`config.mk`:
```
export PLATFORM = sky130hd
export DESIGN_NAME = cmd_frame_rx
export DESIGN_NICKNAME = d
export VERILOG_FILES = /design/src/rtl/cfr_pkg.sv /design/src/rtl/cfr_frame_parser.sv /design/src/rtl/cfr_op_fifo.sv /design/src/rtl/cfr_reg_file.sv /design/src/rtl/cmd_frame_rx.sv
export SDC_FILE = /design/constraint.sdc
export NUM_CORES = 1
export LEC_CHECK = 0
export CAP_MARGIN = 20
export CORE_MARGIN = 8
export CORE_UTILIZATION = 45
export DETAILED_ROUTE_END_ITERATION = 16
export GPL_TIMING_DRIVEN = 0
export SLEW_MARGIN = 0
export SYNTH_ARGS = -nofsm -noshare
export SYNTH_HDL_FRONTEND = slang
export SYNTH_SLANG_ARGS = --single-unit
```
`constraint.sdc`:
```
create_clock -name clk -period 8.4 [get_ports clk]
set_input_delay 1.68 -clock clk [delete_from_list [all_inputs] [get_ports clk]]
set_output_delay 1.68 -clock clk [all_outputs]
set_load 0.01 [all_outputs]
```
`src/rtl/cfr_pkg.sv`:
```
// Shared constants and types for the framed command receiver.
// Assumes 8-bit bytes and 8-bit register addresses.
package cfr_pkg;

    localparam int          HDR_LEN      = 5;
    localparam logic [7:0]  END_BYTE     = 8'h7E;

    // Bank numbers
    localparam logic [1:0]  BANK_MAIN    = 2'd0;
    localparam logic [1:0]  BANK_TRIG    = 2'd2;

    // Addresses decoded in every bank
    localparam logic [7:0]  A_BANKSEL    = 8'h0F;

    // Bank 0 addresses
    localparam logic [7:0]  A_STATUS     = 8'h02;
    localparam logic [7:0]  A_RATE_HI    = 8'h09;
    localparam logic [7:0]  A_RATE_LO    = 8'h0A;
    localparam logic [7:0]  A_CTRL1      = 8'h0B;
    localparam logic [7:0]  A_DAC_HI     = 8'h0C;
    localparam logic [7:0]  A_DAC_LO     = 8'h0D;
    localparam int          DAC_LOAD_BIT = 5;

    // One decoded register operation
    typedef struct packed {
        logic [7:0] addr;
        logic [7:0] data;
    } reg_op_t;

    typedef enum logic [1:0] {PS_HUNT, PS_BOUND, PS_LOW} parse_state_t;

    // Expected sync byte at a given position of the header
    function automatic logic [7:0] sync_byte(input logic [2:0] pos);
        case (pos)
            3'd0:    sync_byte = 8'h40;
            3'd1:    sync_byte = 8'h4C;
            3'd2:    sync_byte = 8'h44;
            3'd3:    sync_byte = 8'h53;
            default: sync_byte = 8'h7E;
        endcase
    endfunction

endpackage

```
`src/rtl/cfr_frame_parser.sv`:
```
// Frame parser: hunts for the five-byte sync pattern, then splits the
// payload into address/data operations. At each operation boundary a 0x7E
// closes the frame (commit). Any other byte after MAX_OPS operations
// aborts the frame.
// Assumes at most one byte per cycle, flagged by rx_valid.
module cfr_frame_parser
    import cfr_pkg::*;
#(
    parameter int MAX_OPS = 8
) (
    input  logic        clk,
    input  logic        rst_n,
    input  logic        rx_valid,
    input  logic [7:0]  rx_byte,
    output logic        push,
    output reg_op_t     push_op,
    output logic        commit,
    output logic        abort
);
    localparam int CW = $clog2(MAX_OPS + 1);

    parse_state_t   state;
    logic [2:0]     hdr_pos;
    logic [CW-1:0]  op_cnt;
    logic [7:0]     addr_q;

    logic at_end, at_limit;
    assign at_end   = (rx_byte == END_BYTE);
    assign at_limit = (op_cnt == CW'(MAX_OPS));

    // Frame events seen by the operation queue
    assign push    = rx_valid && (state == PS_LOW);
    assign push_op = '{addr: addr_q, data: rx_byte};
    assign commit  = rx_valid && (state == PS_BOUND) && at_end;
    assign abort   = rx_valid && (state == PS_BOUND) && !at_end && at_limit;

    // Sync search and payload sequencing
    always_ff @(posedge clk) begin
        if (!rst_n) begin
            state   <= PS_HUNT;
            hdr_pos <= '0;
            op_cnt  <= '0;
            addr_q  <= '0;
        end else if (rx_valid) begin
            case (state)
                PS_HUNT: begin
                    if (rx_byte == sync_byte(hdr_pos)) begin
                        if (hdr_pos == 3'(HDR_LEN - 1)) begin
                            state   <= PS_BOUND;
                            hdr_pos <= '0;
                            op_cnt  <= '0;
                        end else begin
                            hdr_pos <= hdr_pos + 3'd1;
                        end
                    end else begin
                        hdr_pos <= (rx_byte == sync_byte(3'd0)) ? 3'd1 : 3'd0;
                    end
                end
                PS_BOUND: begin
                    if (at_end) begin
                        state <= PS_HUNT;
                    end else if (at_limit) begin
                        state   <= PS_HUNT;
                        hdr_pos <= (rx_byte == sync_byte(3'd0)) ? 3'd1 : 3'd0;
                    end else begin
                        addr_q <= rx_byte;
                        state  <= PS_LOW;
                    end
                end
                default: begin
                    op_cnt <= op_cnt + CW'(1);
                    state  <= PS_BOUND;
                end
            endcase
        end
    end


    close_to_hunt_chk: assert property (@(posedge clk) disable iff (!rst_n)
        commit |=> (state == PS_HUNT));


    abort_to_hunt_chk: assert property (@(posedge clk) disable iff (!rst_n)
        abort |=> (state == PS_HUNT) && (op_cnt == CW'(MAX_OPS)));

endmodule

```
`src/rtl/cfr_op_fifo.sv`:
```
// Operation queue with a commit pointer. Operations of an open frame are
// written past the commit pointer and stay invisible to the reader until
// the frame closes. An abort rewinds the write pointer to the commit
// pointer, which drops the open frame. The reader drains one committed
// operation per pop.
// Assumes DEPTH is a power of two and large enough for one open frame plus
// one undrained frame.
module cfr_op_fifo
    import cfr_pkg::*;
#(
    parameter int DEPTH = 16
) (
    input  logic     clk,
    input  logic     rst_n,
    input  logic     push,
    input  reg_op_t  push_op,
    input  logic     commit,
    input  logic     abort,
    input  logic     pop,
    output logic     head_valid,
    output reg_op_t  head_op
);
    localparam int AW = $clog2(DEPTH);

    reg_op_t        mem [DEPTH];
    logic [AW:0]    wr_ptr, cm_ptr, rd_ptr;

    assign head_valid = (rd_ptr != cm_ptr);
    assign head_op    = mem[rd_ptr[AW-1:0]];

    // Operation storage
    always_ff @(posedge clk) begin
        if (push) mem[wr_ptr[AW-1:0]] <= push_op;
    end

    // Write, commit and read pointers
    always_ff @(posedge clk) begin
        if (!rst_n) begin
            wr_ptr <= '0;
            cm_ptr <= '0;
            rd_ptr <= '0;
        end else begin
            if (abort)      wr_ptr <= cm_ptr;
            else if (push)  wr_ptr <= wr_ptr + (AW+1)'(1);
            if (commit)     cm_ptr <= wr_ptr;
            if (pop)        rd_ptr <= rd_ptr + (AW+1)'(1);
        end
    end


    no_overflow_chk: assert property (@(posedge clk) disable iff (!rst_n)
        (wr_ptr - rd_ptr) <= (AW+1)'(DEPTH));


    drain_order_chk: assert property (@(posedge clk) disable iff (!rst_n)
        (cm_ptr - rd_ptr) <= (wr_ptr - rd_ptr));

endmodule

```
`src/rtl/cfr_reg_file.sv`:
```
// Banked register file. It applies one committed operation per cycle. The
// bank-select register is decoded in every bank. Bank 0 holds the
// control, clock-rate and DAC registers and the status read. Bank 2 holds
// the trigger match/mask bytes and the mode byte. A status read produces a
// one-cycle reply.
// Assumes 2*NUM_PAT + 1 addresses fit below the bank-select address.
module cfr_reg_file
    import cfr_pkg::*;
#(
    parameter int NUM_PAT = 4
) (
    input  logic                  clk,
    input  logic                  rst_n,
    input  logic                  op_valid,
    input  reg_op_t               op,
    input  logic [7:0]            status_in,
    output logic [7:0]            ctl1,
    output logic [7:0]            ctl2,
    output logic [15:0]           clk_rate,
    output logic [15:0]           dac_value,
    output logic [NUM_PAT*8-1:0]  trig_match,
    output logic [NUM_PAT*8-1:0]  trig_mask,
    output logic [7:0]            spi_mode,
    output logic                  tx_valid,
    output logic [7:0]            tx_byte
);
    localparam logic [7:0] A_MODE = 8'(2 * NUM_PAT);

    logic [1:0] bank;
    logic       is_sel, main_wr, trig_wr;
    logic [7:0] dac_hi_q, dac_lo_q;
    logic [7:0] match_q [NUM_PAT];
    logic [7:0] mask_q  [NUM_PAT];

    assign bank    = ctl2[1:0];
    assign is_sel  = op_valid && (op.addr == A_BANKSEL);
    assign main_wr = op_valid && !is_sel && (bank == BANK_MAIN);
    assign trig_wr = op_valid && !is_sel && (bank == BANK_TRIG);

    // Bank select, always reachable
    always_ff @(posedge clk) begin
        if (!rst_n)      ctl2 <= '0;
        else if (is_sel) ctl2 <= op.data;
    end

    // Bank 0 registers and DAC transfer
    always_ff @(posedge clk) begin
        if (!rst_n) begin
            ctl1      <= '0;
            clk_rate  <= '0;
            dac_hi_q  <= '0;
            dac_lo_q  <= '0;
            dac_value <= '0;
        end else if (main_wr) begin
            case (op.addr)
                A_RATE_HI: clk_rate[15:8] <= op.data;
                A_RATE_LO: clk_rate[7:0]  <= op.data;
                A_DAC_HI:  dac_hi_q       <= op.data;
                A_DAC_LO:  dac_lo_q       <= op.data;
                A_CTRL1: begin
                    ctl1 <= op.data;
                    if (op.data[DAC_LOAD_BIT]) dac_value <= {dac_hi_q, dac_lo_q};
                end
                default: ;
            endcase
        end
    end

    // Status reply, one byte per status read
    always_ff @(posedge clk) begin
        if (!rst_n) begin
            tx_valid <= 1'b0;
            tx_byte  <= '0;
        end else begin
            tx_valid <= main_wr && (op.addr == A_STATUS);
            if (main_wr && (op.addr == A_STATUS)) tx_byte <= status_in;
        end
    end

    // Bank 2 mode byte
    always_ff @(posedge clk) begin
        if (!rst_n)                            spi_mode <= '0;
        else if (trig_wr && op.addr == A_MODE) spi_mode <= op.data;
    end

    for (genvar g = 0; g < NUM_PAT; g++) begin : g_pat
        // Bank 2 match and mask byte g
        always_ff @(posedge clk) begin
            if (!rst_n) begin
                match_q[g] <= '0;
                mask_q[g]  <= '0;
            end else if (trig_wr) begin
                if (op.addr == 8'(g))           match_q[g] <= op.data;
                if (op.addr == 8'(NUM_PAT + g)) mask_q[g]  <= op.data;
            end
        end
        assign trig_match[8*g +: 8] = match_q[g];
        assign trig_mask[8*g +: 8]  = mask_q[g];
    end


    dac_hold_chk: assert property (@(posedge clk) disable iff (!rst_n)
        !(op_valid && bank == BANK_MAIN && op.addr == A_CTRL1 && op.data[DAC_LOAD_BIT])
        |=> $stable(dac_value));


    status_reply_chk: assert property (@(posedge clk) disable iff (!rst_n)
        (op_valid && bank == BANK_MAIN && op.addr == A_STATUS)
        |=> (tx_valid && tx_byte == $past(status_in)));


    bank_isolation_chk: assert property (@(posedge clk) disable iff (!rst_n)
        (op_valid && bank == BANK_TRIG)
        |=> ($stable(clk_rate) && $stable(ctl1) && $stable(dac_value)));

endmodule

```
`src/rtl/cmd_frame_rx.sv`:
```
// Framed register-write command receiver, top level.
// Parser -> commit-pointer queue -> banked register file.
// Assumes byte-valid input from a serial receiver, at most one byte per
// cycle. The reply byte is presented for one cycle with no back-pressure.
module cmd_frame_rx
    import cfr_pkg::*;
#(
    parameter int MAX_OPS = 8,
    parameter int NUM_PAT = 4
) (
    input  logic                  clk,
    input  logic                  rst_n,
    input  logic                  rx_valid,
    input  logic [7:0]            rx_byte,
    input  logic [7:0]            status_in,
    output logic                  tx_valid,
    output logic [7:0]            tx_byte,
    output logic [7:0]            ctl1,
    output logic [7:0]            ctl2,
    output logic [15:0]           clk_rate,
    output logic [15:0]           dac_value,
    output logic [NUM_PAT*8-1:0]  trig_match,
    output logic [NUM_PAT*8-1:0]  trig_mask,
    output logic [7:0]            spi_mode
);
    localparam int QDEPTH = 1 << $clog2(2 * MAX_OPS);

    logic    push, commit, abort, head_valid;
    reg_op_t push_op, head_op;

    cfr_frame_parser #(.MAX_OPS(MAX_OPS)) u_parser (
        .clk      (clk),
        .rst_n    (rst_n),
        .rx_valid (rx_valid),
        .rx_byte  (rx_byte),
        .push     (push),
        .push_op  (push_op),
        .commit   (commit),
        .abort    (abort)
    );

    cfr_op_fifo #(.DEPTH(QDEPTH)) u_queue (
        .clk        (clk),
        .rst_n      (rst_n),
        .push       (push),
        .push_op    (push_op),
        .commit     (commit),
        .abort      (abort),
        .pop        (head_valid),
        .head_valid (head_valid),
        .head_op    (head_op)
    );

    cfr_reg_file #(.NUM_PAT(NUM_PAT)) u_regs (
        .clk        (clk),
        .rst_n      (rst_n),
        .op_valid   (head_valid),
        .op         (head_op),
        .status_in  (status_in),
        .ctl1       (ctl1),
        .ctl2       (ctl2),
        .clk_rate   (clk_rate),
        .dac_value  (dac_value),
        .trig_match (trig_match),
        .trig_mask  (trig_mask),
        .spi_mode   (spi_mode),
        .tx_valid   (tx_valid),
        .tx_byte    (tx_byte)
    );

endmodule

```
* Yosys cells after proc, flatten, opt, wreduce, memory -nomap -nowiden
Memory sizes are Yosys's and may differ from the RTL's. A register that Yosys moved wholly into a read port is not among the register bits.
Cells that the tools add are included.
Widths: inputs -> output; s select.
** Storage, ports and cells
- Register bits :: 113
- Bits in latches :: 0
- RAM bits :: 320
- Bits in read-only memories :: 0
- Input port bits :: 19
- Output and inout port bits :: 129
- Word-level logic and storage cells :: 159
- Memories kept :: 3
** Memory list
- u_queue.mem :: words 16, width 16, read ports 1, clocked after Yosys merged registers in 1, write ports 1, line cfr_op_fifo.sv:25 : reg_op_t mem [DEPTH];
- u_regs.mask_q :: words 4, width 8, read ports 4, clocked after Yosys merged registers in 0, write ports 4, line cfr_reg_file.sv:33 : logic [7:0] mask_q [NUM_PAT];
- u_regs.match_q :: words 4, width 8, read ports 4, clocked after Yosys merged registers in 0, write ports 4, line cfr_reg_file.sv:32 : logic [7:0] match_q [NUM_PAT];
** Operators by class
- Add/subtract/negate cells :: 4
- Multipliers :: 0
- Divide/modulo/power cells :: 0
- $lt $le $gt $ge :: 0
- Equality and inequality tests :: 30
- Shifts and indexed selects :: 0
- Mux-type cells :: 65
- Bitwise gates (word level) :: 11
- Reduce and logical (&&, ||, !) cells :: 29
** Operators with widths (count)
- $mux 8 :: 11
- $eq 8x4->1 const B :: 7
- $mux 1 :: 36
- $eq 8x3->1 const B :: 4
- $pmux 6 s4 :: 1
- $eq 8x2->1 const B :: 2
- $eq 8x7->1 const B :: 2
- $mux 4 :: 4
- $mux 3 :: 4
- $reduce_and 4->1 :: 3
- $logic_and 1x1->1 :: 11
- $add 5x1->5 const B :: 2
- $mux 5 :: 2
- $reduce_and 2->1 :: 5
- $eq 8x1->1 const B :: 1
- $eq 8x8->1 :: 1
- $logic_not 8->1 :: 1
- $mux 2 :: 4
- $or 1x1->1 :: 8
- $pmux 4 s2 :: 1
- $eq 3x2->1 const B :: 2
- $ne 2x1->1 const B :: 3
- $pmux 3 s2 :: 1
- $reduce_and 3->1 :: 2
- other kinds (15) :: 21

* Logic depth before layout (Yosys ltp)
- Word-level depth :: 9
- Depth in mapped cells :: 12
- Mapped depth without buffers :: 8

* Modules after synthesis
Synthesis repeated with hierarchy kept, for this count alone.
** Second synthesis, totals
- Cell total of the unflattened synthesis :: 1116
- Area, all modules :: 17396.7 µm²
** By module, submodules not included
- cfr_op_fifo :: instances 1, cells an instance 500, area an instance 10581.4 µm², sequential area each 8067.7 µm²
- cfr_reg_file :: instances 1, cells an instance 483, area an instance 5693.0 µm², sequential area each 3543.4 µm²
- cfr_frame_parser :: instances 1, cells an instance 133, area an instance 1122.3 µm², sequential area each 340.3 µm²

* Worst setup path before layout
OpenSTA, ideal clock, no wires.
- Path kind :: input-to-reg
- Start point :: input port rx_valid
- End point :: memory u_queue.mem[3][0] (netlist bit) (enable)
- Setup time :: 0.409 ns
- Data arrival time :: 3.413 ns
- Required time :: 7.991 ns
- Setup slack :: 4.578 ns
- Cell stages on the path :: 4
- Path buffers :: 0
- Cells stage by stage :: nand2_1 > nor2_1 > nand2_1 > nor3_1
** Between the ends
- Word-level cells in the longest chain between the ends :: 3
** RTL lines
- start: declaration :: line cmd_frame_rx.sv:13 : input logic rx_valid,
- $logic_and 1x1->1 :: line cfr_frame_parser.sv:32 : assign push = rx_valid && (state == PS_LOW);
- $mux 1 :: line cfr_op_fifo.sv:33 : if (push) mem[wr_ptr[AW-1:0]] <= push_op;
- $mux 1 (not written as such) :: line cfr_op_fifo.sv:33
- end: declaration :: line cfr_op_fifo.sv:25
No other way between the ends.

==> impl_results.md <==
* Sw Share at between 20% and 30%
* Status: completed
* Setup Skew at 0.0172 ns
* Kind of critical path: in -> reg
* Fin crit period at 3.96 ns
* Yosys Warn Count at 0
* Logic pwr share at 5.6%
* Pwr Total at roughly 4.6 mW
* Ys async rst share at 0%
* Worst-Margin Slew at 1.07 ns
* Clock power frac at 43.6%
* Reg-to-Reg End: u_regs.ctl2[3]$_SDFFE_PN0P_
* I/O Buffers at about 150
* Nets at 1351
* Post-Synthesis Cells at between 1000 and 1500
* Die area at 44000 sq um
* # IOs at ~150
* Synth Area in Adders at less than 1%
* CTS Sinks at 437
* Mux cell area share after synthesis at 13.2%
* Pwr Density at between 200 and 250 nW/um^2
* Total CTS buffers at 46
* Final Non-Filler Cells at 1830
* Final WL at roughly 40000 um
* Synth Area in Simple Gates at roughly a tenth
* Post-Place Setup Slack at 3.89 ns
* First-pass GRT wire length at 60900 um
* # setup viols final at 0
* R2R Setup Slk at 4.54 ns
* Design area at roughly 21000 sq um
* Rows at about 70
* Worst Path Arrival at 4.35 ns
* Worst setup margin at approximately 4.4 ns
* Fillers at about 3000
* Hold-fix buffers, CTS at 0
* MaxCap Viol Count at 0
* Finished Core Util at a little under three fifths
* Post-synth top flop: edfxtp_1
* Worst setup SP type: input port
* GP Congestion at around 0.76
* Drt pass-1 iters at 5
* Number of global-route vias before repair at between 9000 and 10000
* Final Cycle Share at a little under half
* Hold crit path type: reg -> reg
* Ant. Diodes at 0
* Root buf cell: clkbuf_16
* GRT Util Overall at 18.1%
* WL/cell at roughly 22 um
* Count of final hold-check violations at 0
* CTS max path bufs at 3
* Via Count at 9849
* Largest family of logic cells by synthesized area: multiplexers
* Number of synthesized register bits at 437
* Initial core utilization at 45.3%
* Post-CTS Setup Bufs at 0
* Crit path max fanout at 10
* Core area at 37300 sq um
* Placed cell count at around 1700
* Max Freq at ~250 MHz
* Leak at ~7 nW
* Post-synth EDFFs at 320
* Vias per cell at 5.38
* CTS tree: yes
* Post-synthesis xor/xnor area fraction at less than 1%
* Mean Syn Cell Area at between 15 and 20 sq um
* Vert. Die Dim at ~210 um
* Nature of the critical path endpoint: flip-flop
* Placed cell areas at between 15000 and 20000 sq um
* Final antenna-violating net count at 0
* Worst reg2reg path depth at 9
* Post-cts sizing count at 0
* Worst Min Path Start: u_regs.dac_value[8]$_SDFFE_PN0P_
* Compound-gate portion of the synthesized area at 3.15%
* Worst-path clk slew at approximately 0.06 ns
* Grt total ovfl at 0
* Synth Cell Area at between 15000 and 20000 sq um
* Cell variety after synth at 69
* Area delta synth->final at 23.4%
* Register share of total power at around half
* Final slew viol count at 0
* WHS at 0.454 ns
* Largest net degree at the start of global routing at 24
* Max rail drop VDD at between 0.15 and 0.2 mV
* Htree depth at 2
* Worst hold endpoint: u_regs.dac_value[8]$_SDFFE_PN0P_
* Switching pwr at 0.975 mW
* Iteration-0 DRC count of the detailed router at 620
* Slew HR at between 20% and 30%
* Die W at roughly 210 um
* Setup TNS at 0 ns
* Int Pwr at 3.62 mW
* Seq/Total Area, Yosys at approximately 71%
* Fraction of layout cells with a size suffix above 1 at 15.4%
* Hpwl dp at about 28000 um
* Drt drc at 0
* Worst-Skew Late Latency at about 0.56 ns
* Synth Net Count at approximately 1100
* RSZ-0062 raised after global routing: false
* Initial antenna violation count at 0
* WHS Path Cells at 2
* CP Data Required Time at 8.79 ns
cells by family after synthesis:
kind of cell,count (synthesis)
buffers and inverters,64
xor gates and xnor gates,13
DFF,437
and+or+nand+nor,340
adders and majority gates,12
AOI/OAI and AO/OA,75
muxes,159
sequential cells by signal, indices dropped and copies added (netlist names), named ones only:
| name | cells |
|---|---|
| u_regs.tx_valid | 1 |
| u_regs.spi_mode | 8 |
| u_queue.cm_ptr | 5 |
| u_parser.addr_q | 8 |
| u_parser.state | 2 |
| u_parser.op_cnt | 4 |
| u_regs.clk_rate | 16 |
| u_regs.tx_byte | 8 |
| u_queue.mem | 256 |
| u_queue.wr_ptr | 5 |
| u_regs.dac_value | 16 |
| u_regs.match_q | 32 |
| u_regs.dac_lo_q | 8 |
| u_regs.ctl2 | 8 |
| u_regs.dac_hi_q | 8 |
| u_regs.mask_q | 32 |
| u_regs.ctl1 | 8 |
| u_queue.rd_ptr | 5 |
| u_parser.hdr_pos | 3 |
cells in the mapped netlist, types with 4 or more instances:
cell type | instances | share of area [%]
buf_2 | 7 | 0.21
edfxtp_1 | 320 | 57
xnor2_1 | 9 | 0.47
a22oi_1 | 4 | 0.18
nor2_1 | 118 | 2.6
nand4_1 | 7 | 0.26
o21ai_0 | 17 | 0.50
inv_1 | 14 | 0.31
dfxtp_1 | 117 | 14
mux4_2 | 46 | 6.1
mux2i_1 | 102 | 6.0
nor3_1 | 8 | 0.24
clkbuf_1 | 28 | 0.62
nand2b_1 | 4 | 0.15
a211oi_1 | 5 | 0.22
buf_6 | 6 | 0.40
nor2b_1 | 5 | 0.19
o21ai_2 | 6 | 0.31
nand3_1 | 20 | 0.59
xor2_1 | 4 | 0.21
mux2_2 | 8 | 0.53
a21oi_1 | 14 | 0.41
ha_1 | 12 | 0.89
nor4_1 | 19 | 0.70
nand2_1 | 126 | 2.8
or2_2 | 8 | 0.30
power by group through the flow:
stage	clock network (mW)	logic (mW)	registers, mW
after floorplan	0	0.154	2.38
after global placement	0	0.259	2.38
after detailed placement	0	0.262	2.38
after CTS	2.04	0.263	2.33
after global routing	2.12	0.281	2.33
final	2.00	0.259	2.33
critical path, cell delays in order:
cell	delay, ns
clkdlybuf4s50_1	0.50
clkbuf_1	0.48
o2111ai_1	0.32
nor3b_1	0.69
nand3_1	0.44
nor2_1	0.22
worst max-delay path by stage:
stage	from	to	cells past startpoint
6_report	rst_n	u_regs.mask_q[0][0]$_SDFFCE_PN0P_	6
5_1_grt	rst_n	u_regs.mask_q[0][0]$_SDFFCE_PN0P_	6
4_1_cts	flip-flop	u_regs.match_q[2][4]$_SDFFCE_PN0P_	10
3_5_place_dp	rst_n	u_regs.mask_q[0][0]$_SDFFCE_PN0P_	6
3_3_place_gp	rx_valid	u_queue.mem[2][7]$_DFFE_PP_	5
2_1_floorplan	rx_valid	u_queue.mem[3][0]$_DFFE_PP_	4
routing by layer:
layer | up-vias | wire length [um] | global-route usage [%]
met5 | - | 0 | 0
met2 | 302 | 19400 | 29.9
met4 | 0 | 625 | 4.42
met1 | 4916 | 17800 | 24.7
li1 | 4588 | - | -
met3 | 43 | 2350 | 3.10
cells in the final DEF, fill, tap and decap left out, types with 8 or more instances in the layout:
cell             count
a21oi_1             14
buf_2               14
buf_6               10
clkbuf_1            34
clkbuf_16           46
clkdlybuf4s50_1    147
clkinv_1             9
dfxtp_1            117
edfxtp_1           320
ha_1                12
inv_1               14
mux2_2               8
mux2i_1            102
mux4_2              46
nand2_1            126
nand3_1             20
nor2_1             106
nor2_2              12
nor4_1              19
o21ai_0             17
or2_2                8
xnor2_1              9
final cells by class:
cell class                      count  area (sq um)  area share (%)
Buffer                             50           279            1.34
Clock buffer                       60          1270            6.11
Clock inverter                     24           234            1.12
Inverter                           14          52.6           0.252
Multi-Input combinational cell    599          4670            22.4
Sequential cell                   437         12000            57.3
Tap cell                          474           593            2.84
Timing Repair Buffer              172          1810            8.67
Note: power is estimated with default switching activity, not from simulation.
